### config.mk
export PLATFORM = sky130hd
export DESIGN_NAME = dpreg_front
export DESIGN_NICKNAME = d
export VERILOG_FILES = /design/src/rtl/dpreg_pkg.sv /design/src/rtl/dpreg_select.sv /design/src/rtl/dpreg_local_rd.sv /design/src/rtl/dpreg_ap_ctrl.sv /design/src/rtl/dpreg_front.sv
export SDC_FILE = /design/constraint.sdc
export NUM_CORES = 1
export LEC_CHECK = 0
export ABC_CLOCK_PERIOD_IN_PS = 1600
export BUFFER_PORTS_ARGS = -buffer_cell sky130_fd_sc_hd__clkbuf_2
export CORE_UTILIZATION = 52
export DETAILED_ROUTE_END_ITERATION = 8
export PLACE_DENSITY = 0.79
export SYNTH_ARGS = -nofsm -noshare
export SYNTH_HDL_FRONTEND = slang
export SYNTH_SLANG_ARGS = --single-unit
### constraint.sdc
create_clock -name clk -period 1.6 [get_ports clk]
set_input_delay 0.16 -clock clk [delete_from_list [all_inputs] [get_ports clk]]
set_output_delay 0.16 -clock clk [all_outputs]
set_load 0.05 [all_outputs]
### src/rtl/dpreg_pkg.sv
`timescale 1ns/1ps
// Shared types for the debug port register front end.
// Assumes 32-bit registers with word-aligned addresses.
package dpreg_pkg;
    typedef enum logic [1:0] {
        ST_OK   = 2'b00,
        ST_BUSY = 2'b01
    } dp_status_e;

    localparam logic [1:0] A_IDENT  = 2'b00;
    localparam logic [1:0] A_BANKED = 2'b01;
    localparam logic [1:0] A_SELECT = 2'b10;
    localparam logic [1:0] A_RDBUF  = 2'b11;

    typedef struct packed {
        logic [7:0] port;
        logic [3:0] pbank;
        logic [3:0] lbank;
    } select_t;

    // Word image of the selection register as seen on a read.
    function automatic logic [31:0] select_word(select_t s);
        return {s.port, 16'h0000, s.pbank, s.lbank};
    endfunction
endpackage

### src/rtl/dpreg_select.sv
`timescale 1ns/1ps
// Holds the selection register and the bank-0 control/status word.
// Assumes the caller has already decoded the write strobes.
module dpreg_select
    import dpreg_pkg::*;
(
    input  logic        clk,
    input  logic        rst_n,
    input  logic        wr_sel,
    input  select_t     sel_wdata,
    input  logic        wr_ctrl,
    input  logic [31:0] ctrl_wdata,
    output select_t     sel_q,
    output logic [31:0] ctrl_q
);
    // Update the selection register on a decoded write.
    always_ff @(posedge clk) begin
        if (!rst_n)      sel_q <= '0;
        else if (wr_sel) sel_q <= sel_wdata;
    end

    // Update the control/status word on a decoded write.
    always_ff @(posedge clk) begin
        if (!rst_n)       ctrl_q <= '0;
        else if (wr_ctrl) ctrl_q <= ctrl_wdata;
    end
endmodule

### src/rtl/dpreg_local_rd.sv
`timescale 1ns/1ps
// Read multiplexer for the locally held registers.
// Purely combinational; the address bits pick the word and the
// local bank gates the banked slot.
module dpreg_local_rd
    import dpreg_pkg::*;
#(
    parameter logic [31:0] DP_ID = 32'h0C0D_E001
)(
    input  logic [1:0]  addr,
    input  select_t     sel,
    input  logic [31:0] ctrl,
    input  logic [31:0] rdbuf,
    output logic [31:0] rdata
);
    // Select the read word for a local access.
    always_comb begin
        unique case (addr)
            A_IDENT:  rdata = DP_ID;
            A_BANKED: rdata = (sel.lbank == 4'h0) ? ctrl : 32'h0;
            A_SELECT: rdata = select_word(sel);
            default:  rdata = rdbuf;
        endcase
    end
endmodule

### src/rtl/dpreg_ap_ctrl.sv
`timescale 1ns/1ps
// Issues one request toward an access port and tracks it until the
// port answers. Assumes launch is never raised while pend is high.
module dpreg_ap_ctrl #(
    parameter int AP_IDX_W = 1
)(
    input  logic                clk,
    input  logic                rst_n,
    input  logic                launch,
    input  logic                launch_rd,
    input  logic [AP_IDX_W-1:0] launch_sel,
    input  logic [7:0]          launch_off,
    input  logic [31:0]         launch_wdata,
    input  logic                rsp_valid,
    output logic                req_valid,
    output logic [AP_IDX_W-1:0] req_sel,
    output logic [7:0]          req_off,
    output logic                req_wr,
    output logic [31:0]         req_wdata,
    output logic                pend,
    output logic                done,
    output logic                done_rd
);
    logic rd_q;

    // A port answer only counts while a request is outstanding.
    assign done    = rsp_valid && pend;
    assign done_rd = rd_q;

    // One-cycle request strobe.
    always_ff @(posedge clk) begin
        if (!rst_n) req_valid <= 1'b0;
        else        req_valid <= launch;
    end

    // Capture request fields when a request is launched.
    always_ff @(posedge clk) begin
        if (!rst_n) begin
            req_sel   <= '0;
            req_off   <= '0;
            req_wr    <= 1'b0;
            req_wdata <= '0;
            rd_q      <= 1'b0;
        end else if (launch) begin
            req_sel   <= launch_sel;
            req_off   <= launch_off;
            req_wr    <= !launch_rd;
            req_wdata <= launch_wdata;
            rd_q      <= launch_rd;
        end
    end

    // Outstanding flag: set on launch, cleared on the answer.
    always_ff @(posedge clk) begin
        if (!rst_n)      pend <= 1'b0;
        else if (launch) pend <= 1'b1;
        else if (done)   pend <= 1'b0;
    end
endmodule

### src/rtl/dpreg_front.sv
`timescale 1ns/1ps
// Debug port register front end: decodes each access into a local
// register or an access-port request and returns data and status.
// Assumes at most one access per cycle and one port request in flight.
module dpreg_front
    import dpreg_pkg::*;
#(
    parameter int          NUM_AP   = 2,
    parameter logic [31:0] DP_ID    = 32'h0C0D_E001,
    parameter int          AP_IDX_W = (NUM_AP > 1) ? $clog2(NUM_AP) : 1
)(
    input  logic                clk,
    input  logic                rst_n,
    input  logic                acc_valid,
    input  logic                acc_ap,
    input  logic                acc_rd,
    input  logic [1:0]          acc_addr,
    input  logic [31:0]         acc_wdata,
    output logic                resp_valid,
    output logic [31:0]         resp_rdata,
    output logic [1:0]          resp_status,
    output logic                ap_req_valid,
    output logic [AP_IDX_W-1:0] ap_req_sel,
    output logic [7:0]          ap_req_off,
    output logic                ap_req_wr,
    output logic [31:0]         ap_req_wdata,
    input  logic                ap_rsp_valid,
    input  logic [31:0]         ap_rsp_rdata
);
    select_t     sel;
    logic [31:0] ctrl;
    logic [31:0] rdbuf;
    logic [31:0] local_rdata;
    logic        ap_pend;
    logic        ap_done;
    logic        ap_done_rd;
    logic        take, dp_wr, ap_hit, launch, miss;
    select_t     sel_wdata;

    // Decode of the incoming access.
    assign take      = acc_valid && !ap_pend;
    assign dp_wr     = take && !acc_ap && !acc_rd;
    assign ap_hit    = 32'(sel.port) < NUM_AP;
    assign launch    = take && acc_ap && ap_hit;
    assign miss      = take && acc_ap && !ap_hit;
    assign sel_wdata = '{port: acc_wdata[31:24], pbank: acc_wdata[7:4], lbank: acc_wdata[3:0]};

    dpreg_select u_sel (
        .clk        (clk),
        .rst_n      (rst_n),
        .wr_sel     (dp_wr && acc_addr == A_SELECT),
        .sel_wdata  (sel_wdata),
        .wr_ctrl    (dp_wr && acc_addr == A_BANKED && sel.lbank == 4'h0),
        .ctrl_wdata (acc_wdata),
        .sel_q      (sel),
        .ctrl_q     (ctrl)
    );

    dpreg_local_rd #(.DP_ID(DP_ID)) u_rd (
        .addr  (acc_addr),
        .sel   (sel),
        .ctrl  (ctrl),
        .rdbuf (rdbuf),
        .rdata (local_rdata)
    );

    dpreg_ap_ctrl #(.AP_IDX_W(AP_IDX_W)) u_ap (
        .clk          (clk),
        .rst_n        (rst_n),
        .launch       (launch),
        .launch_rd    (acc_rd),
        .launch_sel   (sel.port[AP_IDX_W-1:0]),
        .launch_off   ({sel.pbank, acc_addr, 2'b00}),
        .launch_wdata (acc_wdata),
        .rsp_valid    (ap_rsp_valid),
        .req_valid    (ap_req_valid),
        .req_sel      (ap_req_sel),
        .req_off      (ap_req_off),
        .req_wr       (ap_req_wr),
        .req_wdata    (ap_req_wdata),
        .pend         (ap_pend),
        .done         (ap_done),
        .done_rd      (ap_done_rd)
    );

    // Read buffer: last port read result, zero for an absent port.
    always_ff @(posedge clk) begin
        if (!rst_n)                   rdbuf <= '0;
        else if (ap_done && ap_done_rd) rdbuf <= ap_rsp_rdata;
        else if (miss && acc_rd)      rdbuf <= '0;
    end

    // Response register: port answer first, then busy, then local.
    always_ff @(posedge clk) begin
        if (!rst_n) begin
            resp_valid  <= 1'b0;
            resp_rdata  <= '0;
            resp_status <= ST_OK;
        end else begin
            resp_valid  <= 1'b0;
            resp_rdata  <= '0;
            resp_status <= ST_OK;
            if (ap_done) begin
                resp_valid <= 1'b1;
                resp_rdata <= ap_done_rd ? ap_rsp_rdata : 32'h0;
            end else if (acc_valid && ap_pend) begin
                resp_valid  <= 1'b1;
                resp_status <= ST_BUSY;
            end else if (take && !acc_ap) begin
                resp_valid <= 1'b1;
                resp_rdata <= acc_rd ? local_rdata : 32'h0;
            end else if (miss) begin
                resp_valid <= 1'b1;
            end
        end
    end
endmodule

==> results.md <==
* Status: finished with violations
* Failing checks: negative setup slack
* # rows at 38
* Syn_area_per_cell at 9.37 sq um
* IO Pins at 150
* CP Launch Type: flop
* Fill count at 708
* Initial core utilization at 0.537
* Unrepaired setup endpoints after global routing: true
* Hold-critical path depth at 3
* Max IR drop VDD at between 700 and 800 uV
* Slew Viols, Final at 0
* Vias at 5652
* CTS Buf Count at 17
* Post-synth top area share at 0.538
* Tmin final at about 1.6 ns
* Largest net degree at the start of global routing at 65
* Synth area leaders: dfxtp_1, nand3_1, o21ai_0, nand2_1, a22o_1
* EDFF count, synth at 0
* Register area at 0.00315 sq mm
* Post-synth cell types at 39
* Crit path required time at 2.07 ns
* Yosys Warn Count at 0
* Crit path kind: reg -> reg
* Mapped Cells at 624
* Clk slew on worst S/H paths at 0.07 ns
* CORE AREA at around 0.011 sq mm
* Worst-path maximum fanout at 16
* First-pass GRT wire length at 26600 microns
* Multi-input logic area at roughly 0.0024 sq mm
* Setup-failing EPs final at 27
* Final core utilization at 0.759
* Grt met3 use at 0.0639
* GRT overflow at 0
* CTS tree: built
* Fin. Hold Viols at 0
* Int Pwr at 7.21 mW
* Area Overhead vs Synth at 41.3%
* Setup WS post-layout at -0.0499 ns
* Global Route Usage Sum at 0.299
* Nets@finish at 902
* Post-synthesis cell area at 0.00585 sq mm
* Clock Tree Buf Depth at 2
* DRT Wirelength at 17600 microns
* DRT iter0 DRCs at 433
* Via density at 5.75
* Worst path arrival time at between 2 and 2.5 ns
* Post-DP HPWL at 10500 microns
* Pwr Total at 9.52 mW
* Pwr/cell area at 1150 mW/mm^2
* Clk_lat worst skew at about 0.54 ns
* Max_cap viols at 0
* Final cycle utilization of the critical path at 1.03
* Sequential area share after synthesis at 0.538
* Sw frac at 0.243
* H-Tree Depth at 4
* CTS root buf: clkbuf_8
* Most frequent cells in the layout: dfxtp_1, clkbuf_2, nand3_1, dlygate4sd3_1, nand2_1
* Routed Antenna Nets at 0
* Num Clock Sinks at 157
* Synth Flop Type: dfxtp_1
* Met1 usage at 0.371
* Post-synthesis register bit count at 157
* FFs w/ async S/R, synth at 0
* Layout cells sized above 1 at 0.284
* Reg power frac at 0.424
* Pre-antenna DRT Iters at 5
* Drt wl/cell at 17.9 microns
* Die H at 108 microns
* Final setup TNS at -0.394 ns
* Combinational share of power at 0.105
* Port buffer count at 146
* Synth area leader: dfxtp_1
* Number of global-route vias before repair at approximately 5300
* Die area at approximately 0.012 sq mm
* Commonest non-fill, non-tap cell in the layout: dfxtp_1
* Worst Reg-to-Reg Cells at 6
* Pleak at between 3 and 4 nW
* Global route hottest layer: met2
* Remaining DRCs at 0
* Fmax at 606 MHz
* Hold WC Path Type: in -> reg
* # diodes at 0
* Worst Skew at 0.00740 ns
* Die width at 108 microns
* Clock share of power at 0.471
* GP Congestion at 0.874
* Met2 Use GR at 0.498
* Initial antenna violation count at 0
* CP Capture Type: flop
* Switching pwr at about 2.3 mW
==> path summary, 6_finish.rpt <==
check / startpoint / end / slack, ns
worst max-delay path: u_sel.sel_q[13]$_SDFFE_PN0P_ / rdbuf[13]$_SDFFE_PN0P_ / -0.05
worst min-delay path: acc_addr[1] / resp_rdata[2]$_SDFF_PN0_ / 0.05
worst min register to register: u_ap.req_off[7]$_SDFFE_PN0P_ / u_ap.req_off[7]$_SDFFE_PN0P_ / 0.46
worst max register to register: u_sel.sel_q[13]$_SDFFE_PN0P_ / rdbuf[13]$_SDFFE_PN0P_ / -0.05
==> critical path, stage by stage, from the launching register on <==
cell and delay [ns]:
dfxtp_2 0.34, nor4_4 0.41, a21oi_2 0.14, a211oi_4 0.21
buf_4 0.16, buf_12 0.15, a22o_1 0.18
==> cells by family (layout without fill, tap and decap cells) <==
group                  Yosys count  in the layout  share of synthesized area
and+or+nand+nor                195            195                      0.160
buffers and inverters           64            281                     0.0522
other                            1              3                   0.000642
muxes                           28             28                     0.0505
DFF                            157            157                      0.538
AOI/OAI and AO/OA              179            179                      0.199
==> routing by layer <==
layer,vias to the layer above,part of all wire
met4,0,0.025
met3,34,0.077
met5,-,0
met1,2657,0.41
met2,296,0.49
li1,2665,-
==> cell type report <==
cell class              count  area share
clock buffers              20      0.0551
flip-flops and latches    157       0.381
well taps                 140      0.0212
clock inverters            12      0.0253
repair buffers            245       0.220
multi-input cells         405       0.295
inverters                   4     0.00182
==> sequential cells by signal (all words and copies together), names as in the netlist <==
name,cells
u_ap.req_sel,1
resp_status,1
u_ap.pend,1
resp_rdata,32
resp_valid,1
rdbuf,32
u_sel.ctrl_q,32
u_ap.req_valid,1
u_ap.done_rd,1
u_ap.req_wdata,32
u_ap.req_wr,1
u_ap.req_off,6
u_sel.sel_q,16
==> timing repair <==
item | in CTS | in global routing
endpoints found under the setup margin | 46 | 116
gates cloned | 2 | 3
pin swaps | 3 | 3
setup buffers | 3 | 0
endpoints found under the hold margin | 138 | 0
gates resized for setup | 8 | 25
hold buffers | 66 | 0
==> stage by stage <==
step	instance area, sq um	hold slack [ns]	cells	setup WS (ns)
final	8260	0.0477	983	-0.0499
after global routing	8260	0.114	983	-0.0897
after CTS	8150	0.0189	980	-0.0149
after detailed placement	6730	0.379	877	0.00131
after global placement	6730	0.381	877	-0.00550
after floorplan	5850	0.260	626	0.181
==> power by group through the flow <==
| stage | combinational [mW] | sequential (mW) | clock, mW |
|---|---|---|---|
| 6_report | 1.00 | 4.04 | 4.48 |
| 5_1_grt | 1.06 | 4.04 | 4.65 |
| 4_1_cts | 0.941 | 4.03 | 4.48 |
| 3_5_place_dp | 0.768 | 4.12 | 0 |
| 3_3_place_gp | 0.753 | 4.11 | 0 |
| 2_1_floorplan | 0.307 | 4.30 | 0 |
==> synth_stat cells, types with 16 or more instances <==
cell type / n
dfxtp_1: 157
nand3_1: 73
o21ai_1: 36
a22o_1: 22
a221oi_1: 19
nand2_1: 64
nor2_1: 30
mux2i_1: 16
o21ai_0: 67
buf_2: 19
clkbuf_1: 28
No activity file was read; power rests on OpenSTA's default activity.
